[src/rtl/dmaSeqPkg.sv]
package dmaSeqPkg;
  typedef enum logic [1:0] {
    SEQ_IDLE = 2'd0,
    SEQ_WAIT = 2'd1,
    SEQ_OWN  = 2'd2
  } seqState_t;

  typedef struct packed {
    logic capture;  // lock the priority winner
    logic own;      // bus granted, acknowledge active
  } seqStrobe_t;
endpackage

[src/rtl/dmaSeqCtrl.sv]
module dmaSeqCtrl
  import dmaSeqPkg::*;
(
  input  logic       clk,
  input  logic       rstN,
  input  logic       anyReq,
  input  logic       selLive,
  input  logic       hostGrant,
  output seqStrobe_t strobe,
  output logic       busReqOut
);
  seqState_t state, stateNext;

  always_comb begin
    stateNext = state;
    unique case (state)
      SEQ_IDLE: if (anyReq) stateNext = SEQ_WAIT;
      SEQ_WAIT: begin
        if (!selLive)       stateNext = SEQ_IDLE;
        else if (hostGrant) stateNext = SEQ_OWN;
      end
      SEQ_OWN:  if (!selLive) stateNext = SEQ_IDLE;
      default:  stateNext = SEQ_IDLE;
    endcase
  end

  always_ff @(posedge clk) begin
    if (!rstN) state <= SEQ_IDLE;
    else       state <= stateNext;
  end

  always_comb begin
    strobe.capture = (state == SEQ_IDLE) && anyReq;
    strobe.own     = (state == SEQ_OWN);
    busReqOut      = (state != SEQ_IDLE);
  end
endmodule

[src/rtl/dmaSeqPath.sv]
module dmaSeqPath
  import dmaSeqPkg::*;
#(
  parameter int NARROW_CH = 4,
  parameter int WIDE_CH   = 3,
  localparam int LINES    = NARROW_CH + WIDE_CH,
  localparam int IDX_W    = $clog2(LINES),
  localparam int CHAN_W   = $clog2(LINES + 1)
) (
  input  logic              clk,
  input  logic              rstN,
  input  logic [LINES-1:0]  reqLines,
  input  seqStrobe_t        strobe,
  output logic              anyReq,
  output logic              selLive,
  output logic [LINES-1:0]  ackN,
  output logic [CHAN_W-1:0] actChan,
  output logic              actWide
);
  logic [IDX_W-1:0]  pickIdx, selIdx;
  logic [LINES-1:0]  selHot;
  logic [CHAN_W-1:0] chanNum;
  logic              isWide;

  // fixed priority: the lowest index is assigned last and so wins
  always_comb begin
    pickIdx = '0;
    for (int i = LINES - 1; i >= 0; i--) begin
      if (reqLines[i]) pickIdx = IDX_W'(i);
    end
  end

  assign anyReq = |reqLines;

  always_ff @(posedge clk) begin
    if (!rstN)               selIdx <= '0;
    else if (strobe.capture) selIdx <= pickIdx;
  end

  for (genvar g = 0; g < LINES; g++) begin : g_lineDecode
    assign selHot[g] = (selIdx == IDX_W'(g));
    assign ackN[g]   = ~(selHot[g] & strobe.own);
  end

  assign selLive = |(selHot & reqLines);

  // the channel number skips the missing slot that sits after the narrow group
  assign isWide  = (selIdx >= IDX_W'(NARROW_CH));
  assign chanNum = isWide ? CHAN_W'(selIdx) + CHAN_W'(1) : CHAN_W'(selIdx);
  assign actChan = strobe.own ? chanNum : '0;
  assign actWide = strobe.own & isWide;
endmodule

[src/rtl/dmaGrantSeq.sv]
module dmaGrantSeq
  import dmaSeqPkg::*;
(
  input  logic       clk,
  input  logic       rstN,
  input  logic [6:0] reqLines,
  input  logic       hostGrant,
  output logic       hostBusReq,
  output logic [6:0] ackN,
  output logic [2:0] actChan,
  output logic       actWide
);
  seqStrobe_t strobe;
  logic       anyReq;
  logic       selLive;

  dmaSeqCtrl u_ctrl (
    .clk       (clk),
    .rstN      (rstN),
    .anyReq    (anyReq),
    .selLive   (selLive),
    .hostGrant (hostGrant),
    .strobe    (strobe),
    .busReqOut (hostBusReq)
  );

  dmaSeqPath #(.NARROW_CH(4), .WIDE_CH(3)) u_path (
    .clk      (clk),
    .rstN     (rstN),
    .reqLines (reqLines),
    .strobe   (strobe),
    .anyReq   (anyReq),
    .selLive  (selLive),
    .ackN     (ackN),
    .actChan  (actChan),
    .actWide  (actWide)
  );
endmodule

[config.mk]
export PLATFORM = sky130hd
export DESIGN_NAME = dmaGrantSeq
export DESIGN_NICKNAME = d
export VERILOG_FILES = /design/src/rtl/dmaSeqPkg.sv /design/src/rtl/dmaSeqCtrl.sv /design/src/rtl/dmaSeqPath.sv /design/src/rtl/dmaGrantSeq.sv
export SDC_FILE = /design/constraint.sdc
export NUM_CORES = 1
export LEC_CHECK = 0
export BUFFER_PORTS_ARGS = -buffer_cell sky130_fd_sc_hd__buf_4
export CAP_MARGIN = 20
export CORE_AREA = 2 2 39 41
export DETAILED_ROUTE_END_ITERATION = 8
export DIE_AREA = 0 0 41 43
export GPL_TIMING_DRIVEN = 0
export HOLD_SLACK_MARGIN = 0.15
export PLACE_DENSITY = 0.76
export SYNTH_ARGS = -nofsm -noshare
export SYNTH_HDL_FRONTEND = slang
export SYNTH_SLANG_ARGS = --single-unit
[constraint.sdc]
create_clock -name clk -period 1.4 [get_ports clk]
set_clock_uncertainty 0.15 [all_clocks]
set_input_delay 0.07 -clock clk [delete_from_list [all_inputs] [get_ports clk]]
set_output_delay 0.07 -clock clk [all_outputs]
set_load 0.03 [all_outputs]
# ---- Word-level counts from Yosys, hierarchy flattened
# Index checks and enable logic that the tools add are counted.
# W data, S select, Z words.
dict set report classes {
  add_sub_neg 1
  n_lt_le_gt_ge 1
  eq_ne 11
  muxes 14
  n_bitwise 16
  reduce_logical 7
}
# op count
set ops {}
lappend ops {{$mux W3} 9}
lappend ops {{$reduce_or A7 Y1} 2}
lappend ops {{$eq A3 B3 Y1 const B} 3}
lappend ops {{$and A1 B1 Y1} 8}
lappend ops {{$mux W2} 4}
lappend ops {{$and A7 B7 Y7} 1}
lappend ops {{$not A1 Y1} 7}
lappend ops {{$eq A3 B2 Y1 const B} 2}
lappend ops {{$pmux W2 S3} 1}
lappend ops {{$add A3 B1 Y3 const B} 1}
lappend ops {{$eq A3 B1 Y1 const B} 1}
lappend ops {{$ge A3 B3 Y1 const B} 1}
lappend ops {{$logic_not A3 Y1} 1}
lappend ops {{$ne A3 B3 Y1 const B} 1}
lappend ops {{$reduce_and A3 Y1} 1}
lappend ops {{$eq A2 B1 Y1 const B} 1}
lappend ops {{$eq A2 B2 Y1 const B} 1}
lappend ops {{$logic_not A2 Y1} 1}
lappend ops {{$ne A2 B1 Y1 const B} 1}
lappend ops {{$ne A2 B2 Y1 const B} 1}
lappend ops {{$reduce_bool A2 Y1} 1}
lappend ops {{$logic_and A1 B1 Y1} 1}
dict set report word_totals {
  register_bits 5
  in_bits 10
  output_inout_bits 12
  elab_cells 52
}

# ---- Logic depth before layout (Yosys ltp)
dict set report logic_depth {
  ltp_word 7
  ltp_mapped 5
  ltp_nobuf 5
}

# ---- By module
# From an unflattened synthesis, not the netlist that was laid out.
dict set report hier_totals {
  hier_cells 61
  hier_area_um2 462.9
}
# module n_inst cells_per_inst area_each_um2
set by_module_without_submodules {}
lappend by_module_without_submodules {dmaSeqPath 1 49 359.1}
lappend by_module_without_submodules {dmaSeqCtrl 1 12 103.8}

# ---- Least setup slack after synthesis
# Ideal clock, no wire load.
dict set report synth_path {
  kind {register -> output}
  start {register u_path.selIdx[2]}
  end {output actChan[2]}
  t_arrival_ns 1.590
  setup_slack_ns -0.410
  path_stages_with_launch 5
  n_path_buf 1
  cell_sequence {dfxtp_1 > clkbuf_1 > inv_1 > ha_1 > nor3_1}
}
dict set report synth_via {
  elab_chain_len 3
}
# item line_no
set synth_lines {}
lappend synth_lines {{from (decl)} dmaSeqPath.sv:20} ;# logic [IDX_W-1:0] pickIdx, selIdx;
lappend synth_lines {{from (signal assigned)} dmaSeqPath.sv:37} ;# else if (strobe.capture) selIdx <= pickIdx;
lappend synth_lines {{$add A3 B1 Y3 / $ge A3 B3 Y1 (equally long branches)} {dmaSeqPath.sv:49, dmaSeqPath.sv:48}}
lappend synth_lines {{$mux W3 *} dmaSeqPath.sv:49} ;# assign chanNum = isWide ? CHAN_W'(selIdx) + CHAN_W'(1) : CHAN_W'(selIdx);
lappend synth_lines {{$mux W3 *} dmaSeqPath.sv:50} ;# assign actChan = strobe.own ? chanNum : '0;
lappend synth_lines {{to (decl)} dmaGrantSeq.sv:10} ;# output logic [2:0] actChan,
# Every way passes the cells marked *; elsewhere a longest branch is shown, timed or not.

# ---- Final worst setup path
dict set report layout_path {
  start {register u_path.selIdx[0]}
  end {register u_ctrl.state[0]}
}
dict set report layout_via {
  elab_chain_len 5
}
# item line_no
set layout_lines {}
lappend layout_lines {{$eq A3 B1 Y1 (tied with other cells)} dmaSeqPath.sv:41} ;# assign selHot[g] = (selIdx == IDX_W'(g));
lappend layout_lines {{$and A7 B7 Y7 *} dmaSeqPath.sv:45} ;# assign selLive = |(selHot & reqLines);
lappend layout_lines {{$reduce_or A7 Y1 *} dmaSeqPath.sv:45}
lappend layout_lines {{$ne A3 B3 Y1 (no line) (tied with other cells)} --}
lappend layout_lines {{$reduce_and A3 Y1 (no line) / $pmux W2 S3 (equally long branches)} --}
lappend layout_lines {{to (signal assigned)} dmaSeqCtrl.sv:29} ;# else state <= stateNext;
lappend layout_lines {{to (decl)} dmaSeqCtrl.sv:12} ;# seqState_t state, stateNext;
# Marks and branches as above.
# A chain may end at the register's enable or synchronous reset.

==> summary.txt <==
Status = complete, but fails checks
Failing checks = negative hold slack, negative setup slack
Number of max-cap violations = 0
GPL Wtd Cong = 0.729
CP max FO = 5
Vias in the first global route = 476
Yosys cell types = 25
Max Freq = 0.640 GHz
Root Buffer = clkbuf_4
Asr flop ratio synth = 0
Post-synth top area share = 0.214
Final Cycle Share = 1.12
First-pass GRT wire length = 2040 um
Max Buffers Root-to-Sink = 2
Final TNS setup = -0.551 ns
Residual DRC count = 0
Reg clk slew, reported paths = 0.04 ns
Final worst slack = -0.163 ns
Slew headroom = 0.761
Mean Syn Cell Area = 7.65 um^2
PD cells = 658 nW/um^2
Iteration count of the initial detailed-routing pass = 4
GRT overflow = 0
Final instance area = 868 um^2
Vias post-DR = 561
# rows = 14
# clock sinks = 5
Final Hold Vio Count = 1
Final Max Tran Viols = 0
Sequential-to-total area share from yosys stat = 0.214
Warnings, synthesis = 0
Clock latency on the worst-skew pair = 0.24 ns
Largest cells by area after synthesis = dfxtp_1 (21%), ha_1 (13%), nand2_1 (8.0%), mux2i_1 (6.4%), inv_1 (5.6%)
Post-synth EDFFs = 0
Layout cells sized above 1 = 0.527
Die width = 41 um
DRT antenna net count = 0
# nets final = 107
Die ar. = 1760 um^2
CP Data Arrival Time = 1.52 ns
Core area = 1380 um^2
DR vias/cell = 5.24
Number of fill cells in the layout = 123
Area Growth Syn to Fin = 86.1%
CTS HTree Levels = 1
Diode count = 0
Syn Inst Count = 61
DIE HEIGHT = 43 um
Initial core utilization = 0.337
Detailed Place HPWL = 988 um
WL met1 = 573 um
Cts bufs inserted = 3
Synth Register Bits = 5
Register Area = 113 um^2
Worst hold path class = in2reg
Most used DFF post-synth = dfxtp_1
Least-Margin Pin Slew = 0.353 ns
Met3 WL = 58 um
CTS tree = done
Drt total wl = 1370 um
Top routing layer used = met4
Lkg Pwr = 0.340 nW
Area leader, netlist = dfxtp_1
Crit end category = register
Per-cell routed wire length = 12.8 um
RSZ-0062 raised after global routing = yes
Gr usage total = 0.174
Hold WS = -0.0132 ns
CP startpoint kind = register
Initial antenna violation count = 0
Tmin final = 1.56 ns
Synthesized area = 467 um^2
Synthesized net count = 76
Largest net degree at the start of global routing = 7
Total power = 0.000571 W
Area of the multi-input gates = 427 um^2
Metal2 WL = 722 um
Top Ports = 22
Placed inst area = 706 um^2
Data required time of the worst path = 1.36 ns
Crit Path Category = reg2reg
Setup violators final = 6
Port Buf Inserts = 21
Initial drt markers = 8
Peak VDD IR = 0.612 mV
==> synth_stat cells (2+ instances only) <==
master,count
a222oi_1,2
mux2i_1,3
ha_1,5
nor2b_1,3
o311ai_0,2
inv_1,7
o211ai_1,2
nor3b_1,2
nand2_1,10
nor2_1,6
dfxtp_1,5
==> final cells by class <==
| type | count | share of cell area |
|---|---|---|
| multi-input cells | 48 | 0.491 |
| repair buffers | 27 | 0.288 |
| flip-flops and latches | 5 | 0.130 |
| inverters | 7 | 0.0375 |
| clock buffers | 4 | 0.0303 |
| well taps | 16 | 0.0231 |
==> worst max-delay path: stages, from the launching register on <==
cell	delay (ns)
dfxtp_4	0.39
inv_2	0.06
ha_4	0.17
a222oi_1	0.36
mux2_4	0.22
o211ai_1	0.09
==> metrics by stage <==
step	instances	hold WS, ns	setup slack, ns	util
floorplan	61	0.0557	-0.0321	-
global placement	98	0.213	-0.118	0.510
detailed placement	98	0.218	-0.153	0.510
CTS	107	-0.0110	-0.158	0.621
global route	107	-0.0160	-0.172	0.627
finish	107	-0.0132	-0.163	0.627
==> sequential cells by signal, indices dropped and copies added (netlist names) <==
register	cells
u_path.selIdx	3
u_ctrl.state	2
==> timing repair <==
item / 4_1_cts / 5_1_grt
gates resized for setup: 21 / 6
endpoints found under the hold margin: 5 / 5
hold buffers: 3 / 1
buffers inserted: 2 / 1
setup endpoints to repair: 13 / 14
pin swaps: 8 / 6
==> kinds of logic (layout without fill, tap and decap cells) <==
| kind of cell | count (synthesis) | count (layout) | synth area share |
|---|---|---|---|
| AND/OR/NAND/NOR | 28 | 28 | 0.303 |
| AO/OA/AOI/OAI | 10 | 10 | 0.177 |
| buffers and inverters | 8 | 38 | 0.0643 |
| adder cells (fa/ha/maj) | 5 | 5 | 0.134 |
| flip-flops | 5 | 5 | 0.214 |
| multiplexers | 4 | 4 | 0.0885 |
| XOR/XNOR | 1 | 1 | 0.0188 |
==> final timing paths <==
| check | endpoint | slack [ns] | cells after the start | start |
|---|---|---|---|---|
| min reg2reg | u_path.selIdx[1] | 0.38 | 2 | u_path.selIdx[1] |
| max | u_ctrl.state[0] | -0.16 | 5 | u_path.selIdx[0] |
| min | u_ctrl.state[1] | -0.01 | 3 | reqLines[3] |
| max reg2reg | u_ctrl.state[0] | -0.16 | 5 | u_path.selIdx[0] |
==> where the power goes <==
| part | internal [W] | total (W) | leakage, nW | switching [W] |
|---|---|---|---|---|
| sequential | 0.000156 | 0.000180 | 0.0437 | 0.0000237 |
| clock | 0.000108 | 0.000166 | 0.0150 | 0.0000583 |
| combinational | 0.000116 | 0.000225 | 0.282 | 0.000109 |
| total | 0.000381 | 0.000571 | 0.340 | 0.000191 |
==> cells in the final DEF (no fill, tap or decap) <==
master | netlist | routed
o21ai_2 | 1 | 1
clkinvlp_4 | 0 | 1
nor2_2 | 0 | 1
dfxtp_2 | 0 | 1
nand4_1 | 1 | 1
nor3b_1 | 2 | 2
a211oi_1 | 1 | 1
or4_4 | 1 | 1
ha_2 | 0 | 2
mux2_4 | 0 | 1
a21oi_1 | 1 | 1
dfxtp_1 | 5 | 1
nor2_4 | 0 | 2
buf_6 | 0 | 10
dlygate4sd3_1 | 0 | 4
inv_1 | 7 | 4
inv_4 | 0 | 1
a222oi_1 | 2 | 2
mux2i_1 | 3 | 3
nand2b_4 | 0 | 1
nor2b_1 | 3 | 3
ha_4 | 0 | 3
inv_2 | 0 | 1
dfxtp_4 | 0 | 3
or3_1 | 1 | 1
nand3b_1 | 1 | 1
nand2_2 | 0 | 1
clkbuf_4 | 0 | 3
xnor2_1 | 1 | 1
nor3_4 | 0 | 1
nand2_1 | 10 | 9
buf_4 | 0 | 13
o211ai_1 | 2 | 2
nor2_1 | 6 | 3
nand3_2 | 0 | 1
clkbuf_1 | 1 | 1
o311ai_0 | 2 | 2
a221oi_1 | 1 | 1
==> routing by layer <==
| layer | global-route usage | vias to the layer above |
|---|---|---|
| li1 | - | 280 |
| met1 | 0.204 | 263 |
| met2 | 0.269 | 16 |
| met3 | 0.0785 | 2 |
| met4 | 0.0600 | 0 |
| met5 | 0 | - |
Power figures use the tool's default switching activity.
